[config.mk]
export PLATFORM = sky130hd
export DESIGN_NAME = fifo_out_stage
export DESIGN_NICKNAME = d
export VERILOG_FILES = /design/src/rtl/fos_pkg.sv /design/src/rtl/fos_mode_latch.sv /design/src/rtl/fos_flag_ctrl.sv /design/src/rtl/fos_out_reg.sv /design/src/rtl/fifo_out_stage.sv
export SDC_FILE = /design/constraint.sdc
export NUM_CORES = 1
export LEC_CHECK = 0
export BUFFER_PORTS_ARGS = -buffer_cell sky130_fd_sc_hd__clkbuf_2
export CORE_UTILIZATION = 53
export CTS_CLUSTER_DIAMETER = 30
export CTS_CLUSTER_SIZE = 10
export DETAILED_ROUTE_END_ITERATION = 10
export GPL_TIMING_DRIVEN = 0
export HOLD_SLACK_MARGIN = 0.08
export PLACE_DENSITY_LB_ADDON = 0.05
export REMOVE_ABC_BUFFERS = 1
export SLEW_MARGIN = 20
export SYNTH_ARGS = -nofsm -noshare
export SYNTH_HDL_FRONTEND = slang
export SYNTH_SLANG_ARGS = --single-unit
[constraint.sdc]
create_clock -name clk -period 1.8 [get_ports clk]
set_clock_uncertainty 0.15 [all_clocks]
set_input_delay 0.09 -clock clk [delete_from_list [all_inputs] [get_ports clk]]
set_output_delay 0.09 -clock clk [all_outputs]
set_load 0.03 [all_outputs]
[src/rtl/fos_pkg.sv]
package fos_pkg;
    typedef enum logic {
        MODE_STD  = 1'b0,
        MODE_FWFT = 1'b1
    } fos_mode_e;

    typedef struct packed {
        logic flag;
        logic seen;
    } fos_ctl_t;
endpackage

[src/rtl/fos_mode_latch.sv]
module fos_mode_latch
    import fos_pkg::*;
(
    input  logic      clk,
    input  logic      rst_n,
    input  logic      sel_i,
    output fos_mode_e mode_o
);
    fos_mode_e mode_d, mode_q;

    always_comb begin
        mode_d = mode_q;
        if (!rst_n) begin
            mode_d = sel_i ? MODE_FWFT : MODE_STD;
        end
    end

    always_ff @(posedge clk) begin
        mode_q <= mode_d;
    end

    assign mode_o = mode_q;
endmodule

[src/rtl/fos_flag_ctrl.sv]
module fos_flag_ctrl
    import fos_pkg::*;
(
    input  logic      clk,
    input  logic      rst_n,
    input  fos_mode_e mode_i,
    input  logic      rd_i,
    input  logic      nempty_i,
    output logic      take_o,
    output logic      flag_o
);
    fos_ctl_t ctl_d, ctl_q;
    logic     take;

    always_comb begin
        ctl_d = ctl_q;
        take  = 1'b0;
        if (mode_i == MODE_FWFT) begin
            take       = nempty_i & (~ctl_q.flag | rd_i);
            ctl_d.seen = 1'b0;
            if (!ctl_q.flag || rd_i) begin
                ctl_d.flag = nempty_i;
            end
        end else begin
            take       = ctl_q.flag & rd_i;
            ctl_d.seen = nempty_i;
            ctl_d.flag = ctl_q.seen & nempty_i & ~take;
        end
    end

    always_ff @(posedge clk or negedge rst_n) begin
        if (!rst_n) begin
            ctl_q <= '0;
        end else begin
            ctl_q <= ctl_d;
        end
    end

    assign take_o = take;
    assign flag_o = ctl_q.flag;
endmodule

[src/rtl/fos_out_reg.sv]
module fos_out_reg #(
    parameter int DATA_W = 36
) (
    input  logic              clk,
    input  logic              rst_n,
    input  logic              load_i,
    input  logic [DATA_W-1:0] din_i,
    output logic [DATA_W-1:0] dout_o
);
    logic [DATA_W-1:0] dout_d, dout_q;

    always_comb begin
        dout_d = dout_q;
        if (load_i) begin
            dout_d = din_i;
        end
    end

    always_ff @(posedge clk or negedge rst_n) begin
        if (!rst_n) begin
            dout_q <= '0;
        end else begin
            dout_q <= dout_d;
        end
    end

    assign dout_o = dout_q;
endmodule

[src/rtl/fifo_out_stage.sv]
module fifo_out_stage
    import fos_pkg::*;
#(
    parameter int DATA_W = 36
) (
    input  logic              clk,
    input  logic              rst_n,
    input  logic              fwft_sel_i,
    input  logic              rd_req_i,
    input  logic [DATA_W-1:0] mem_rdata_i,
    input  logic              mem_nempty_i,
    output logic              mem_take_o,
    output logic [DATA_W-1:0] rdata_o,
    output logic              avail_o
);
    fos_mode_e mode;
    logic      take;

    fos_mode_latch u_mode (
        .clk    (clk),
        .rst_n  (rst_n),
        .sel_i  (fwft_sel_i),
        .mode_o (mode)
    );

    fos_flag_ctrl u_ctrl (
        .clk      (clk),
        .rst_n    (rst_n),
        .mode_i   (mode),
        .rd_i     (rd_req_i),
        .nempty_i (mem_nempty_i),
        .take_o   (take),
        .flag_o   (avail_o)
    );

    fos_out_reg #(.DATA_W(DATA_W)) u_oreg (
        .clk    (clk),
        .rst_n  (rst_n),
        .load_i (take),
        .din_i  (mem_rdata_i),
        .dout_o (rdata_o)
    );

    assign mem_take_o = take;
endmodule

==> results.json, run 1 <==
{
  "cp_slowest_stage_delay_ns": 0.44,
  "nNetsFinal": 448,
  "p_per_area_nw_per_um2": 915.9,
  "critPathArrivalTime_ns": 1.51,
  "synth_area_leader_cell": "dfrtp_1",
  "htree_num_levels": 2,
  "first_global_vias": 2518,
  "insertion_delay_ns": 0.29,
  "dieArea_um2": 5576,
  "cts_buffers": 5,
  "grt_pass1_wl_mm": 11.78,
  "rrSetupSlack_ns": 0.11,
  "synthTopCellsByArea": "dfrtp_1 34%, nor3_2 11%, nand3b_1 9.7%",
  "drcViolationCount": 0,
  "wirelength_mm": 7.504,
  "dr.pass1.iters": 4,
  "synth.distinct_cells": 23,
  "vias": 2638,
  "ys_async_sr_fraction_pct": 97.44,
  "cts_tree": "built",
  "synth-seq-cells": 39,
  "cp_slowest_cell": "edfxtp_1",
  "path_max_fanout": 15,
  "cp_top_family": "buffers and inverters",
  "fin_crit_sh_pct": 97.16,
  "synthCells": 298,
  "seq_area_frac_synth_pct": 35.05,
  "tightest_slew_ns": 0.9235,
  "start_kind": "flip-flop",
  "clockBufferDepth": 2,
  "finalMaxSlewViolations": 0,
  "rr_worst_depth": 5,
  "power_leakage_nw": 1.470,
  "dieWidth_um": 74.67,
  "ir_drop_mv": 0.5693,
  "rsz0062_at_grt": "no",
  "grt-ovfl-total": 0,
  "grt_max_degree": 43,
  "placed_cell_area_um2": 3113,
  "fill_cells": 408,
  "synthTopCellsByCount": "43 x a21oi_1, 42 x nor3_1, 38 x dfrtp_1",
  "port_buffers": 78,
  "cts-root-buf": "clkbuf_8",
  "yosysTopAreaCellShare_pct": 33.97,
  "fin_area_um2": 3766,
  "drv_cap": 0,
  "ant_nets": 0,
  "r2r-end": "u_oreg.dout_o[35]",
  "setup_violations": 0,
  "path_clk_slew_ns": 0.08,
  "via_per_inst": 5.519,
  "cts.sinks": 39,
  "dpl.hpwl_mm": 3.973,
  "ys.warnings.count": 0,
  "wl_per_cell_um": 15.70,
  "crit_path_end_kind": "primary output",
  "period_needed_ns": 1.749,
  "path_cells": "buf_6, buf_8, nand2b_1, a21oi_2, clkbuf_8",
  "syn_area_um2": 2799,
  "worstPathRequired_ns": 1.56,
  "synthFlopType": "dfrtp_1",
  "run_status": "completed",
  "drt-initial-drc-count": 156,
  "max_slew_margin_pct": 38.43,
  "multi_input_area_um2": 1593,
  "start_util_pct": 54.80,
  "antenna_found_initial": 0,
  "area.growth.synth_to_final_pct": 34.56,
  "gp_congestion": 0.7279,
  "die_h_um": 74.67,
  "synth.avg_cell_area_um2": 9.392,
  "n_antenna_cell": 0,
  "rr_startpoint": "u_mode.mode_o",
  "row_count": 26,
  "criticalPathCategory": "flip-flop to primary output",
  "cp.buffers_inverters": 3,
  "seqCellArea_um2": 984.7,
  "grt_use_total_pct": 27.77,
  "yosysMostFrequentCell": "a21oi_1",
  "io_pins": 79,
  "core_area_um2": 5107,
  "post-route-util_pct": 73.74,
  "hold_class": "input pin to asynchronous set/reset pin",
  "max_clock_freq_ghz": 0.5718,
  "synth_edf_count": 1,
  "finalHoldViolations": 0,
  "drive_gt1_share_pct": 44.61
}
-- report_power, final --
part,total (mW),internal (mW),switching [mW]
logic,1.45,0.571,0.883
clock network,0.768,0.449,0.319
registers,1.23,1.06,0.163
-- logic make-up (layout without fill, tap and decap cells) --
kind of cell | after synthesis | count (layout) | share of synthesized area (%)
AO/OA/AOI/OAI | 74 | 74 | 17.26
flip-flops | 39 | 39 | 35.05
buffers and inverters | 32 | 141 | 9.700
AND/OR/NAND/NOR | 153 | 154 | 38.00
-- sequential cells by signal (all words and copies together) (netlist names) --
register       flops
u_mode.mode_o      1
u_ctrl.flag_o      1
u_ctrl.ctl_q       1
u_oreg.dout_o     36
-- worst max path at each step --
stage	endpoint	from	slack, ns	depth (start not counted)
2_1_floorplan	u_oreg.dout_o[0]	u_ctrl.flag_o	-1.53	3
3_3_place_gp	u_oreg.dout_o[24]	u_ctrl.flag_o	-2.48	3
3_5_place_dp	mem_take_o	u_ctrl.flag_o	-0.62	4
4_1_cts	mem_take_o	u_mode.mode_o	0.006	5
5_1_grt	mem_take_o	u_mode.mode_o	0.007	5
6_report	mem_take_o	u_mode.mode_o	0.05	5
-- routing by layer --
metal / wire [um] / track usage, % / vias up
met3: 331 / 5.355 / 8
met2: 3727 / 49.35 / 76
met1: 3367 / 34.48 / 1280
li1: - / - / 1274
met4: 78 / 7.547 / 0
met5: 0 / 0 / -
-- placed cells by master, fill, tap and decap left out --
master	n
clkbuf_2	75
a21oi_1	42
nor3_1	42
dlygate4sd3_1	39
dfrtp_1	37
nand3b_1	36
a21oi_2	31
nor3_2	30
or2_1	21
or2_2	14
clkbuf_8	7
buf_4	6
buf_2	3
buf_12	3
nor2b_4	2
nand2b_4	2
nand2_1	2
buf_8	2
buf_6	2
nand2_8	1
nand2b_1	1
or2_0	1
nand3_1	1
o21ai_0	1
inv_1	1
nor2b_1	1
clkinv_2	1
bufinv_16	1
buf_16	1
dfrtp_4	1
edfxtp_1	1
-- per-stage QoR --
step                      setup slack (ns)  setup TNS, ns  instances  power (mW)  hold slack (ns)
after floorplan                     -1.530         -56.64        267       2.127          -0.3556
after global placement              -2.484         -92.45        415       2.498           0.1167
after detailed placement           -0.6210         -21.82        420       2.562           0.1186
after CTS                         0.005827              0        473       3.453           0.3564
after global routing              0.006695              0        478       3.642           0.3352
final                              0.05118              0        478       3.449           0.3140
-- layout make-up --
type | count | share of cell area [%]
Clock buffer | 6 | 2.193
Clock inverter | 2 | 0.9302
Inverter | 1 | 0.09967
Multi-Input combinational cell | 228 | 42.29
Sequential cell | 39 | 26.15
Tap cell | 70 | 2.326
Timing Repair Buffer | 132 | 26.01
-- repair_timing --
item | CTS | global route
hold endpoints to repair | 77 | 0
setup endpoints to repair | 38 | 22
resized for setup | 9 | 2
hold buffers | 39 | 0
buffers inserted | 5 | 5
gates cloned | 1 | 0
Power figures use the tool's default switching activity.
==> run 2: changes to the inputs <==
--- a/config.mk
+++ b/config.mk
@@ -6,7 +6,9 @@
 export NUM_CORES = 1
 export LEC_CHECK = 0
 export BUFFER_PORTS_ARGS = -buffer_cell sky130_fd_sc_hd__clkbuf_2
-export CORE_UTILIZATION = 53
+export CELL_PAD_IN_SITES_DETAIL_PLACEMENT = 0
+export CELL_PAD_IN_SITES_GLOBAL_PLACEMENT = 2
+export CORE_UTILIZATION = 31
 export CTS_CLUSTER_DIAMETER = 30
 export CTS_CLUSTER_SIZE = 10
 export DETAILED_ROUTE_END_ITERATION = 10
==> run 2 against run 1 <==
Sequential power hardly changed. Die area up 69%. Core utilization is 31 points lower. Fmax up 3.1%. Sequential share of layout area up 0.052 points. Hold slack worse by 0.15 ns. Via count decreased by 2.4%. Cell area shrank 0.20%. Register-to-register slack gained 0.02 ns. Clock power shrank 21%. Global-route usage is 8.4 points lower.
==> results.json, run 2 (same netlist as run 1, synthesis figures left out) <==
{
  "tightest_slew_ns": 0.5795,
  "grt_pass1_wl_mm": 14.29,
  "antenna_found_initial": 0,
  "fin_crit_sh_pct": 94.25,
  "power_mw": 3.286,
  "power_frac_comb_pct": 43.8,
  "row_count": 34,
  "ir_drop_mv": 0.3383,
  "finalMaxSlewViolations": 0,
  "final_cell_mix": "75 x clkbuf_2, 43 x a21oi_1, 42 x nor3_1, 39 x dlygate4sd3_1, 37 x dfrtp_1",
  "dieWidth_um": 97.02,
  "critPathArrivalTime_ns": 1.46,
  "area.growth.synth_to_final_pct": 34.29,
  "drv_cap": 0,
  "first_global_vias": 2602,
  "port_buffers": 78,
  "period_needed_ns": 1.697,
  "start_util_pct": 32.09,
  "cts_tree": "built",
  "n_antenna_cell": 0,
  "placed_cell_area_um2": 3105,
  "max_slew_margin_pct": 61.37,
  "p_per_area_nw_per_um2": 874.1,
  "power_frac_clock_pct": 18.4,
  "setup_ws_ns": 0.1035,
  "grt-ovfl-total": 0,
  "cts_buffers": 5,
  "ant_nets": 0,
  "cts-root-buf": "clkbuf_8",
  "clockBufferDepth": 2,
  "seq_power_share_pct": 37.8,
  "criticalPathCategory": "flip-flop to primary output",
  "max_clock_freq_ghz": 0.5894,
  "post-route-util_pct": 43.10,
  "grt_use_total_pct": 19.41,
  "final_common_cell": "clkbuf_2",
  "p_sw_mw": 1.392,
  "holdWs_ns": 0.1675,
  "htree_num_levels": 2,
  "grt_max_degree": 42,
  "gp_congestion": 0.6464,
  "setup_violations": 0,
  "start_kind": "flip-flop",
  "dieArea_um2": 9413,
  "vias": 2576,
  "wirelength_mm": 8.990,
  "swShare_pct": 42.37,
  "rsz0062_at_grt": "no",
  "dpl.hpwl_mm": 4.322,
  "placed_cells": 455,
  "run_status": "completed",
  "path_clk_slew_ns": 0.08,
  "setup_tns_ns": 0,
  "drcViolationCount": 0,
  "fin_area_um2": 3759,
  "via_per_inst": 4.992,
  "drive_gt1_share_pct": 43.87,
  "insertion_delay_ns": 0.30,
  "worstPathRequired_ns": 1.56,
  "core_area_um2": 8721,
  "wl_per_cell_um": 17.42,
  "crit_path_end_kind": "primary output",
  "intPower_mw": 1.894,
  "hold_class": "input pin to asynchronous set/reset pin",
  "largest_register_ff_count": 36,
  "finalHoldViolations": 0,
  "die_h_um": 97.02,
  "io_pins": 79,
  "cts.sinks": 39,
  "dr.pass1.iters": 4,
  "final_cells": 516,
  "post-place-ws_ns": -0.6936,
  "nNetsFinal": 448,
  "drt-initial-drc-count": 94,
  "path_max_fanout": 20,
  "power_leakage_nw": 1.445
}
run 2: cell count changes in the layout (fill, tap and decap cells not counted), sizes merged:
cell	delta
buf	-4
bufinv	-1
clkbuf	+2
nand2	+1
nand2b	+2
run 2: worst max-delay path, cell delays in order, from the launching register on:
cell	delay [ns]
edfxtp_1	0.39
buf_8	0.18
buf_16	0.19
nand2_8	0.07
a21oi_1	0.12
clkbuf_4	0.20
run 2: worst paths after layout:
kind	start	end	slack [ns]	cells after the start
min in group clk	u_ctrl.ctl_q[0]	u_ctrl.flag_o	0.33	2
min reg2reg	u_ctrl.ctl_q[0]	u_ctrl.flag_o	0.33	2
max in group asynchronous	rst_n	u_ctrl.flag_o	0.87	2
max	u_mode.mode_o	mem_take_o	0.10	5
max reg2reg	u_ctrl.flag_o	u_oreg.dout_o[35]	0.13	4
min	rst_n	u_oreg.dout_o[8]	0.17	2
run 2: layer usage:
metal	wire [um]	track usage (%)	part of all wire [%]
met3	320	2.529	3.6
met5	0	0	0
met4	78	4.592	0.87
met1	4241	25.09	47
met2	4350	34.18	48
run 2: final cells by class:
class | count | area [um2]
flip-flops and latches | 39 | 984.7
well taps | 108 | 135.1
repair buffers | 129 | 925.9
inverters | 1 | 3.754
clock buffers | 7 | 76.32
clock inverters | 1 | 5.005
fillers | 920 | 4962
multi-input cells | 231 | 1628
run 2: power by group through the flow:
| stage | clock network, mW | registers (mW) | logic [mW] |
|---|---|---|---|
| finish | 0.604 | 1.24 | 1.44 |
| CTS | 0.633 | 1.26 | 1.42 |
| floorplan | 0 | 1.62 | 0.505 |
| detailed placement | 0 | 1.30 | 1.26 |
| global route | 0.663 | 1.27 | 1.55 |
| global placement | 0 | 1.31 | 1.24 |
run 2: what timing repair did:
action | in CTS | in global routing
pin swaps | 1 | 0
hold buffers | 39 | 0
gates resized for setup | 8 | 1
endpoints found under the setup margin | 39 | 19
endpoints found under the hold margin | 77 | 0
setup buffers | 6 | 4
cloned | 4 | 0
